==> src/rtl/i2c_flag_pkg.sv <==
`timescale 1ns/1ps
package i2c_flag_pkg;
  localparam int unsigned ARB_BIT  = 9;
  localparam int unsigned BERR_BIT = 8;
  localparam int unsigned TXE_BIT  = 7;
  localparam int unsigned RXNE_BIT = 6;
  localparam int unsigned RSVD_BIT = 5;
  localparam int unsigned STOP_BIT = 4;
  localparam int unsigned N_W0C    = 2;

  typedef struct packed {
    logic arb;
    logic berr;
    logic txe;
    logic rxne;
    logic stopf;
  } flag_vec_t;
endpackage

==> src/rtl/i2c_w0c_flag.sv <==
`timescale 1ns/1ps
// Sticky flag: hardware set, software clear by writing 0, dropped when disabled.
module i2c_w0c_flag (
  input  logic clk,
  input  logic rst_n,
  input  logic en,
  input  logic set_ev,
  input  logic sw_wr,
  input  logic sw_bit,
  output logic q
);
  always_ff @(posedge clk or negedge rst_n) begin
    if (!rst_n)                 q <= 1'b0;
    else if (!en)               q <= 1'b0;
    else if (set_ev)            q <= 1'b1;
    else if (sw_wr && !sw_bit)  q <= 1'b0;
  end
endmodule

==> src/rtl/i2c_data_flags.sv <==
`timescale 1ns/1ps
// Transmit-empty and receive-not-empty flags with their suppression rules.
module i2c_data_flags (
  input  logic clk,
  input  logic rst_n,
  input  logic en,
  input  logic addr_phase,
  input  logic tx_empty,
  input  logic rx_full,
  input  logic nack_block,
  input  logic pec_next,
  input  logic first_byte,
  input  logic btf,
  input  logic arb_lost,
  input  logic bus_start,
  input  logic bus_stop,
  input  logic dr_rd,
  input  logic dr_wr,
  output logic txe,
  output logic rxne
);
  logic txe_set, txe_clr, rxne_set, rxne_clr;

  always_comb begin
    txe_set  = tx_empty && !addr_phase && !pec_next && !nack_block;
    txe_clr  = bus_start || bus_stop || (dr_wr && !btf && !first_byte);
    rxne_set = rx_full && !addr_phase && !arb_lost;
    rxne_clr = dr_wr || (dr_rd && !btf);
  end

  always_ff @(posedge clk or negedge rst_n) begin
    if (!rst_n) begin
      txe  <= 1'b0;
      rxne <= 1'b0;
    end else if (!en) begin
      txe  <= 1'b0;
      rxne <= 1'b0;
    end else begin
      if (txe_set)       txe <= 1'b1;
      else if (txe_clr)  txe <= 1'b0;
      if (rxne_set)      rxne <= 1'b1;
      else if (rxne_clr) rxne <= 1'b0;
    end
  end
endmodule

==> src/rtl/i2c_stop_seq.sv <==
`timescale 1ns/1ps
// Stop-detected flag, its read-then-write clear sequence, and the NACK memory.
module i2c_stop_seq (
  input  logic clk,
  input  logic rst_n,
  input  logic en,
  input  logic nack,
  input  logic bus_start,
  input  logic bus_stop,
  input  logic is_master,
  input  logic sr_rd,
  input  logic cr_wr,
  output logic stopf,
  output logic nack_block
);
  logic nack_held, armed;

  assign nack_block = nack_held || nack;

  always_ff @(posedge clk or negedge rst_n) begin
    if (!rst_n) begin
      nack_held <= 1'b0;
      armed     <= 1'b0;
      stopf     <= 1'b0;
    end else if (!en) begin
      nack_held <= 1'b0;
      armed     <= 1'b0;
      stopf     <= 1'b0;
    end else begin
      if (nack)           nack_held <= 1'b1;
      else if (bus_start) nack_held <= 1'b0;

      if (cr_wr)               armed <= 1'b0;
      else if (sr_rd && stopf) armed <= 1'b1;

      if (bus_stop && !is_master && !nack_block) stopf <= 1'b1;
      else if (cr_wr && armed)                   stopf <= 1'b0;
    end
  end
endmodule

==> src/rtl/i2c_evt_flags.sv <==
`timescale 1ns/1ps
module i2c_evt_flags
  import i2c_flag_pkg::*;
#(
  parameter int unsigned SR_W = 16
) (
  input  logic            clk,
  input  logic            rst_n,
  input  logic            en,
  input  logic            ev_addr_phase,
  input  logic            ev_tx_empty,
  input  logic            ev_rx_full,
  input  logic            ev_nack,
  input  logic            ev_btf,
  input  logic            ev_pec_next,
  input  logic            ev_first_byte,
  input  logic            ev_arb_lost,
  input  logic            ev_bus_err,
  input  logic            ev_start,
  input  logic            ev_stop,
  input  logic            ev_become_master,
  input  logic            dr_rd,
  input  logic            dr_wr,
  input  logic            sr_rd,
  input  logic            sr_wr,
  input  logic            cr_wr,
  input  logic [SR_W-1:0] wdata,
  output logic [SR_W-1:0] sr_rdata,
  output logic            mode_master
);
  localparam int unsigned W0C_POS [N_W0C] = '{ARB_BIT, BERR_BIT};

  flag_vec_t        flags;
  logic [N_W0C-1:0] w0c_set, w0c_q;
  logic             nack_block;
  logic             unused_wdata;

  assign unused_wdata = ^wdata;
  assign w0c_set      = {ev_bus_err, ev_arb_lost};

  for (genvar i = 0; i < N_W0C; i++) begin : g_w0c
    i2c_w0c_flag u_flag (
      .clk    (clk),
      .rst_n  (rst_n),
      .en     (en),
      .set_ev (w0c_set[i]),
      .sw_wr  (sr_wr),
      .sw_bit (wdata[W0C_POS[i]]),
      .q      (w0c_q[i])
    );
  end

  i2c_data_flags u_data (
    .clk        (clk),
    .rst_n      (rst_n),
    .en         (en),
    .addr_phase (ev_addr_phase),
    .tx_empty   (ev_tx_empty),
    .rx_full    (ev_rx_full),
    .nack_block (nack_block),
    .pec_next   (ev_pec_next),
    .first_byte (ev_first_byte),
    .btf        (ev_btf),
    .arb_lost   (ev_arb_lost),
    .bus_start  (ev_start),
    .bus_stop   (ev_stop),
    .dr_rd      (dr_rd),
    .dr_wr      (dr_wr),
    .txe        (flags.txe),
    .rxne       (flags.rxne)
  );

  i2c_stop_seq u_stop (
    .clk        (clk),
    .rst_n      (rst_n),
    .en         (en),
    .nack       (ev_nack),
    .bus_start  (ev_start),
    .bus_stop   (ev_stop),
    .is_master  (mode_master),
    .sr_rd      (sr_rd),
    .cr_wr      (cr_wr),
    .stopf      (flags.stopf),
    .nack_block (nack_block)
  );

  assign flags.arb  = w0c_q[0];
  assign flags.berr = w0c_q[1];

  always_ff @(posedge clk or negedge rst_n) begin
    if (!rst_n)                mode_master <= 1'b0;
    else if (!en)              mode_master <= 1'b0;
    else if (ev_arb_lost)      mode_master <= 1'b0;
    else if (ev_become_master) mode_master <= 1'b1;
  end

  always_comb begin
    sr_rdata           = '0;
    sr_rdata[ARB_BIT]  = flags.arb;
    sr_rdata[BERR_BIT] = flags.berr;
    sr_rdata[TXE_BIT]  = flags.txe;
    sr_rdata[RXNE_BIT] = flags.rxne;
    sr_rdata[STOP_BIT] = flags.stopf;
  end
endmodule

==> config.mk <==
export PLATFORM = sky130hd
export DESIGN_NAME = i2c_evt_flags
export DESIGN_NICKNAME = d
export VERILOG_FILES = /design/src/rtl/i2c_flag_pkg.sv /design/src/rtl/i2c_w0c_flag.sv /design/src/rtl/i2c_data_flags.sv /design/src/rtl/i2c_stop_seq.sv /design/src/rtl/i2c_evt_flags.sv
export SDC_FILE = /design/constraint.sdc
export NUM_CORES = 1
export LEC_CHECK = 0
export BUFFER_PORTS_ARGS = -buffer_cell sky130_fd_sc_hd__buf_2
export CELL_PAD_IN_SITES_DETAIL_PLACEMENT = 2
export CELL_PAD_IN_SITES_GLOBAL_PLACEMENT = 2
export CORE_ASPECT_RATIO = 0.75
export CORE_MARGIN = 3
export CORE_UTILIZATION = 16
export CTS_BUF_LIST = sky130_fd_sc_hd__clkbuf_16
export DETAILED_ROUTE_END_ITERATION = 10
export PLACE_DENSITY_LB_ADDON = 0.1
export SLEW_MARGIN = 20
export SYNTH_ARGS = -nofsm -noshare
export SYNTH_HDL_FRONTEND = slang
export SYNTH_SLANG_ARGS = --single-unit
==> constraint.sdc <==
create_clock -name clk -period 1 [get_ports clk]
set_input_delay 0.05 -clock clk [delete_from_list [all_inputs] [get_ports clk]]
set_output_delay 0.05 -clock clk [all_outputs]
set_load 0.02 [all_outputs]
**Yosys cells after proc, flatten, opt, wreduce, memory -nomap -nowiden**

Index checks and enable logic that the tools add are counted.

- Output and inout bits: 17
- Input bits: 36
- Logic and storage cells: 67
- Register bits: 8

- Equal/unequal tests: 8
- Mux-type cells: 24
- Reductions and logical operators: 27

Operators with widths:

| operator | number |
|---|---|
| $mux 1 | 24 |
| $ne 3x1->1 const B | 8 |
| $logic_and 1x1->1 | 14 |
| $logic_not 1->1 | 9 |
| $logic_or 1x1->1 | 4 |

**Logic depth before layout (Yosys ltp)**

- Depth in word-level cells: 7
- Mapped depth: 3
- Gate-level depth less buffers: 3

**Modules after synthesis**

Synthesis repeated with hierarchy kept, for this count alone.

- Cell total of the unflattened synthesis: 46
- Area, all modules: 467.9 µm²

By module, submodules not included:

| module | cells each | times used | sequential area each (µm²) | area each (µm²) |
|---|---|---|---|---|
| i2c_stop_seq | 11 | 1 | 75.1 | 137.6 |
| i2c_evt_flags | 15 | 1 | 25.0 | 127.6 |
| i2c_data_flags | 12 | 1 | 50.0 | 110.1 |
| i2c_w0c_flag | 4 | 2 | 25.0 | 46.3 |

**Least setup slack after synthesis**

Ideal clock, no wire load.

- Path kind: flip-flop to flip-flop
- Start point: register mode_master
- End point: register u_stop.stopf
- Setup time: 0.073 ns
- Required time: 0.927 ns
- Stages on the path, launching flop included: 4
- Path slack: 0.028 ns
- Arrival: 0.900 ns
- Buffers on the path: 0
- Period minus slack after synthesis: 0.972 ns
- Path through: dfrtp_1 > nor4b_1 > a21oi_1 > nor2b_1

- Longest elaborated chain between the ends: 5
- Elaborated cells on any way between the ends: 6
- Those cells by class: eq/ne: 1; mux: 2; reduce/logical: 3

RTL lines:

| what | RTL line | RTL |
|---|---|---|
| start, declared | i2c_evt_flags.sv:29 | `output logic mode_master` |
| start signal, assigned | i2c_evt_flags.sv:91 | `if (!rst_n) mode_master <= 1'b0;` |
| start signal, assigned | i2c_evt_flags.sv:92 | `else if (!en) mode_master <= 1'b0;` |
| start signal, assigned | i2c_evt_flags.sv:93 | `else if (ev_arb_lost) mode_master <= 1'b0;` |
| $logic_not 1->1 (*) | i2c_stop_seq.sv:36 | `if (bus_stop && !is_master && !nack_block) stopf <= 1'b1;` |
| $logic_and 1x1->1 (*) (2 in series) | i2c_stop_seq.sv:36 |  |
| $mux 1 | i2c_stop_seq.sv:36 |  |
| $mux 1 | i2c_stop_seq.sv:25 | `end else if (!en) begin` |
| end signal, assigned | i2c_stop_seq.sv:24 | `stopf <= 1'b0;` |
| end signal, assigned | i2c_stop_seq.sv:36 |  |
| end signal, assigned | i2c_stop_seq.sv:37 | `else if (cr_wr && armed) stopf <= 1'b0;` |
| end, declared | i2c_stop_seq.sv:13 | `output logic stopf,` |

Mark *: on every way between the ends. The rest lies on a longest branch, timed or not.
A chain may end at the register's enable or synchronous reset.

**Final worst setup path**

- Start point: register mode_master
- End point: output port mode_master

No word-level cell between the ends.

==> results.cfg <==
[setup_path]
worstSetupPathType = reg -> out
rr_endpoint = u_data.txe$_DFFE_PN0P_
crit_arrival_ns = 0.91
crit_fanout = 2
r2r_start = u_stop.nack_held$_DFFE_PN0P_
end_kind = primary output
reg2reg_depth = 2
start_kind = register
r2r_slack_ns = 0.06
worstPathRequired_ns = 0.95

[worst_hold_path]
hold_class = in -> reg
hold_path_depth = 2
worstHoldStart = ev_arb_lost
hold_end = mode_master$_DFFE_PN0P_

[timing]
setup_viol = 0
rsz0062_at_grt = no
hold_violations = 0
finalClockSkew_ns = 0.00144
min_period_ns = 0.957
slew_violations = 0
fin_tns_setup_ns = 0
fmax_mhz = 1040
period_share_pct = 95.7

[cells_and_area]
antenna_cells = 0
area_delta_synth_final_pct = 41.6
final_nets = 115
fillCellCount = 332
drive_gt1_share_pct = 44.2
final_cell_mix = 27 x buf_2, 11 x conb_1, 8 x dfrtp_1
layout_commonest_cell = buf_2

[logic_synthesis]
ys_ff_latch = 8
syn_area_um2 = 497
synthCells = 50
ys_warn_count = 0
ys_types = 14
syn_area_per_cell_um2 = 9.93
ys_seq_area_share_pct = 40.3

[route]
drtAntennaViolNets = 0
first_pass_iters = 3
vias = 390
vias_per_cell = 3.45
wire_per_inst_um = 11.9
drcViolationCount = 0
drt_iter0_markers = 7
wl_um = 1350

[power]
switching_share_pct = 22.5
clock_power_share_pct = 56.4
p_leak_uw = 0.000351
p_per_area_nw_per_um2 = 1700
power_frac_comb_pct = 14.2
seq_power_share_pct = 29.3
power_uw = 1190
cell_internal_pwr_uw = 925
vdd_drop_max_mv = 0.432
switching_power_uw = 268

[place]
place_hpwl_um = 1120
portBuffers = 27
routabilityCongestion = 0.660

[global_route]
grt_pass1_wl_um = 2060
antenna_found_initial = 0
grt_start_max_net_pins = 9
grt_pass1_vias = 414
grt_usage_pct = 7.57
overflow = 0

[floorplan]
rows = 16
die_area_um2 = 3820
die_h_um = 54.3
die_x_um = 70.3
ios = 53
start_util_pct = 17.9
core_area_um2 = 2780

[cts]
cts-root-buf = clkbuf_16
clk_pin_slew_ns = 0.04
ctsHtreeMaxLevel = 1
cts_buffer_depth = 2
post_cts_buffers = 0
numCtsBuffers = 3
clk_latency_ns = 0.23
cts_tree = yes
cts.sinks = 8

[run]
max_cap_violations = 0

[status]
status = complete, no violations
## layout make-up
class	count	area (µm²)	area share, %
multi-input combinational	36	220	31.3
sequential	8	200	28.5
timing repair buffer	30	163	23.1
clock buffer	3	75.1	10.7
tap	36	45.0	6.41
## cell usage after synthesis (all sizes together)
cell    instances  share of area, %
nand2           1              0.75
nor4            1               1.3
nor2b           5               6.3
conb            1              0.75
buf            16                24
nand2b          3               3.8
dfrtp           8                40
nor3b           5               8.6
o21a            3               4.5
nor2            1              0.75
nor4b           2               4.8
a21oi           4               4.0
## power groups by stage
| stage | Sequential, µW | Combinational (µW) | Clock (µW) |
|---|---|---|---|
| floorplan | 354 | 130 | 0 |
| global placement | 353 | 163 | 0 |
| finish | 350 | 170 | 673 |
| detailed placement | 354 | 165 | 0 |
| global route | 351 | 189 | 715 |
| CTS | 349 | 172 | 691 |
## repair_timing
action,4_1_cts,5_1_grt
gates resized for setup,0,1
hold buffers,2,0
setup endpoints to repair,0,1
endpoints found under the hold margin,9,0
## worst max-delay path, cell delays in order, from the launching register on
cell,delay [ns]
dfrtp_1,0.38
buf_4,0.14
buf_2,0.15
## through the flow
| stage | cell area [µm²] | hold WS [ns] | cells | utilization [%] | setup WS [ns] |
|---|---|---|---|---|---|
| floorplan | 534 | -0.246 | 60 | - | 0.0277 |
| global placement | 602 | -0.0891 | 108 | 21.6 | 0.0480 |
| detailed placement | 602 | -0.0887 | 108 | 21.6 | 0.0604 |
| CTS | 697 | 0.0133 | 113 | 25.0 | 0.0379 |
| global route | 703 | 0.0343 | 113 | 25.3 | 0.0164 |
| finish | 703 | 0.00949 | 113 | 25.3 | 0.0430 |
## registers in the layout (all words and copies together), names as in the netlist
register	cells
u_data.txe	1
g_w0c.u_flag.q	2
mode_master	1
u_data.rxne	1
u_stop.armed	1
u_stop.nack_held	1
u_stop.stopf	1
## cells by family (layout without fill, tap and decap cells)
| group | after synthesis | count (layout) | share of synthesized area [%] |
|---|---|---|---|
| compound gates | 7 | 7 | 8.56 |
| buf+inv | 16 | 33 | 24.2 |
| flops | 8 | 8 | 40.3 |
| other cells | 1 | 11 | 0.755 |
| simple gates | 18 | 18 | 26.2 |
## worst max path at each step
stage | startpoint | endpoint | slack [ns]
floorplan | mode_master$_DFFE_PN0P_ | u_stop.stopf$_DFFE_PN0P_ | 0.03
global placement | u_stop.nack_held$_DFFE_PN0P_ | u_stop.stopf$_DFFE_PN0P_ | 0.05
detailed placement | mode_master$_DFFE_PN0P_ | u_stop.stopf$_DFFE_PN0P_ | 0.06
CTS | mode_master$_DFFE_PN0P_ | u_stop.stopf$_DFFE_PN0P_ | 0.04
global route | u_stop.nack_held$_DFFE_PN0P_ | u_stop.stopf$_DFFE_PN0P_ | 0.02
finish | mode_master$_DFFE_PN0P_ | mode_master | 0.04
## routing by layer
metal  vias to the layer above  global-route usage (%)  share of wire (%)
met1                       174                    8.80                 40
met2                        22                    12.1                 49
met4                         0                    1.91                  0
met3                         0                    4.40                 10
li1                        194                       -                  -
met5                         -                       0                  0
Note: power is estimated with default switching activity, not from simulation.
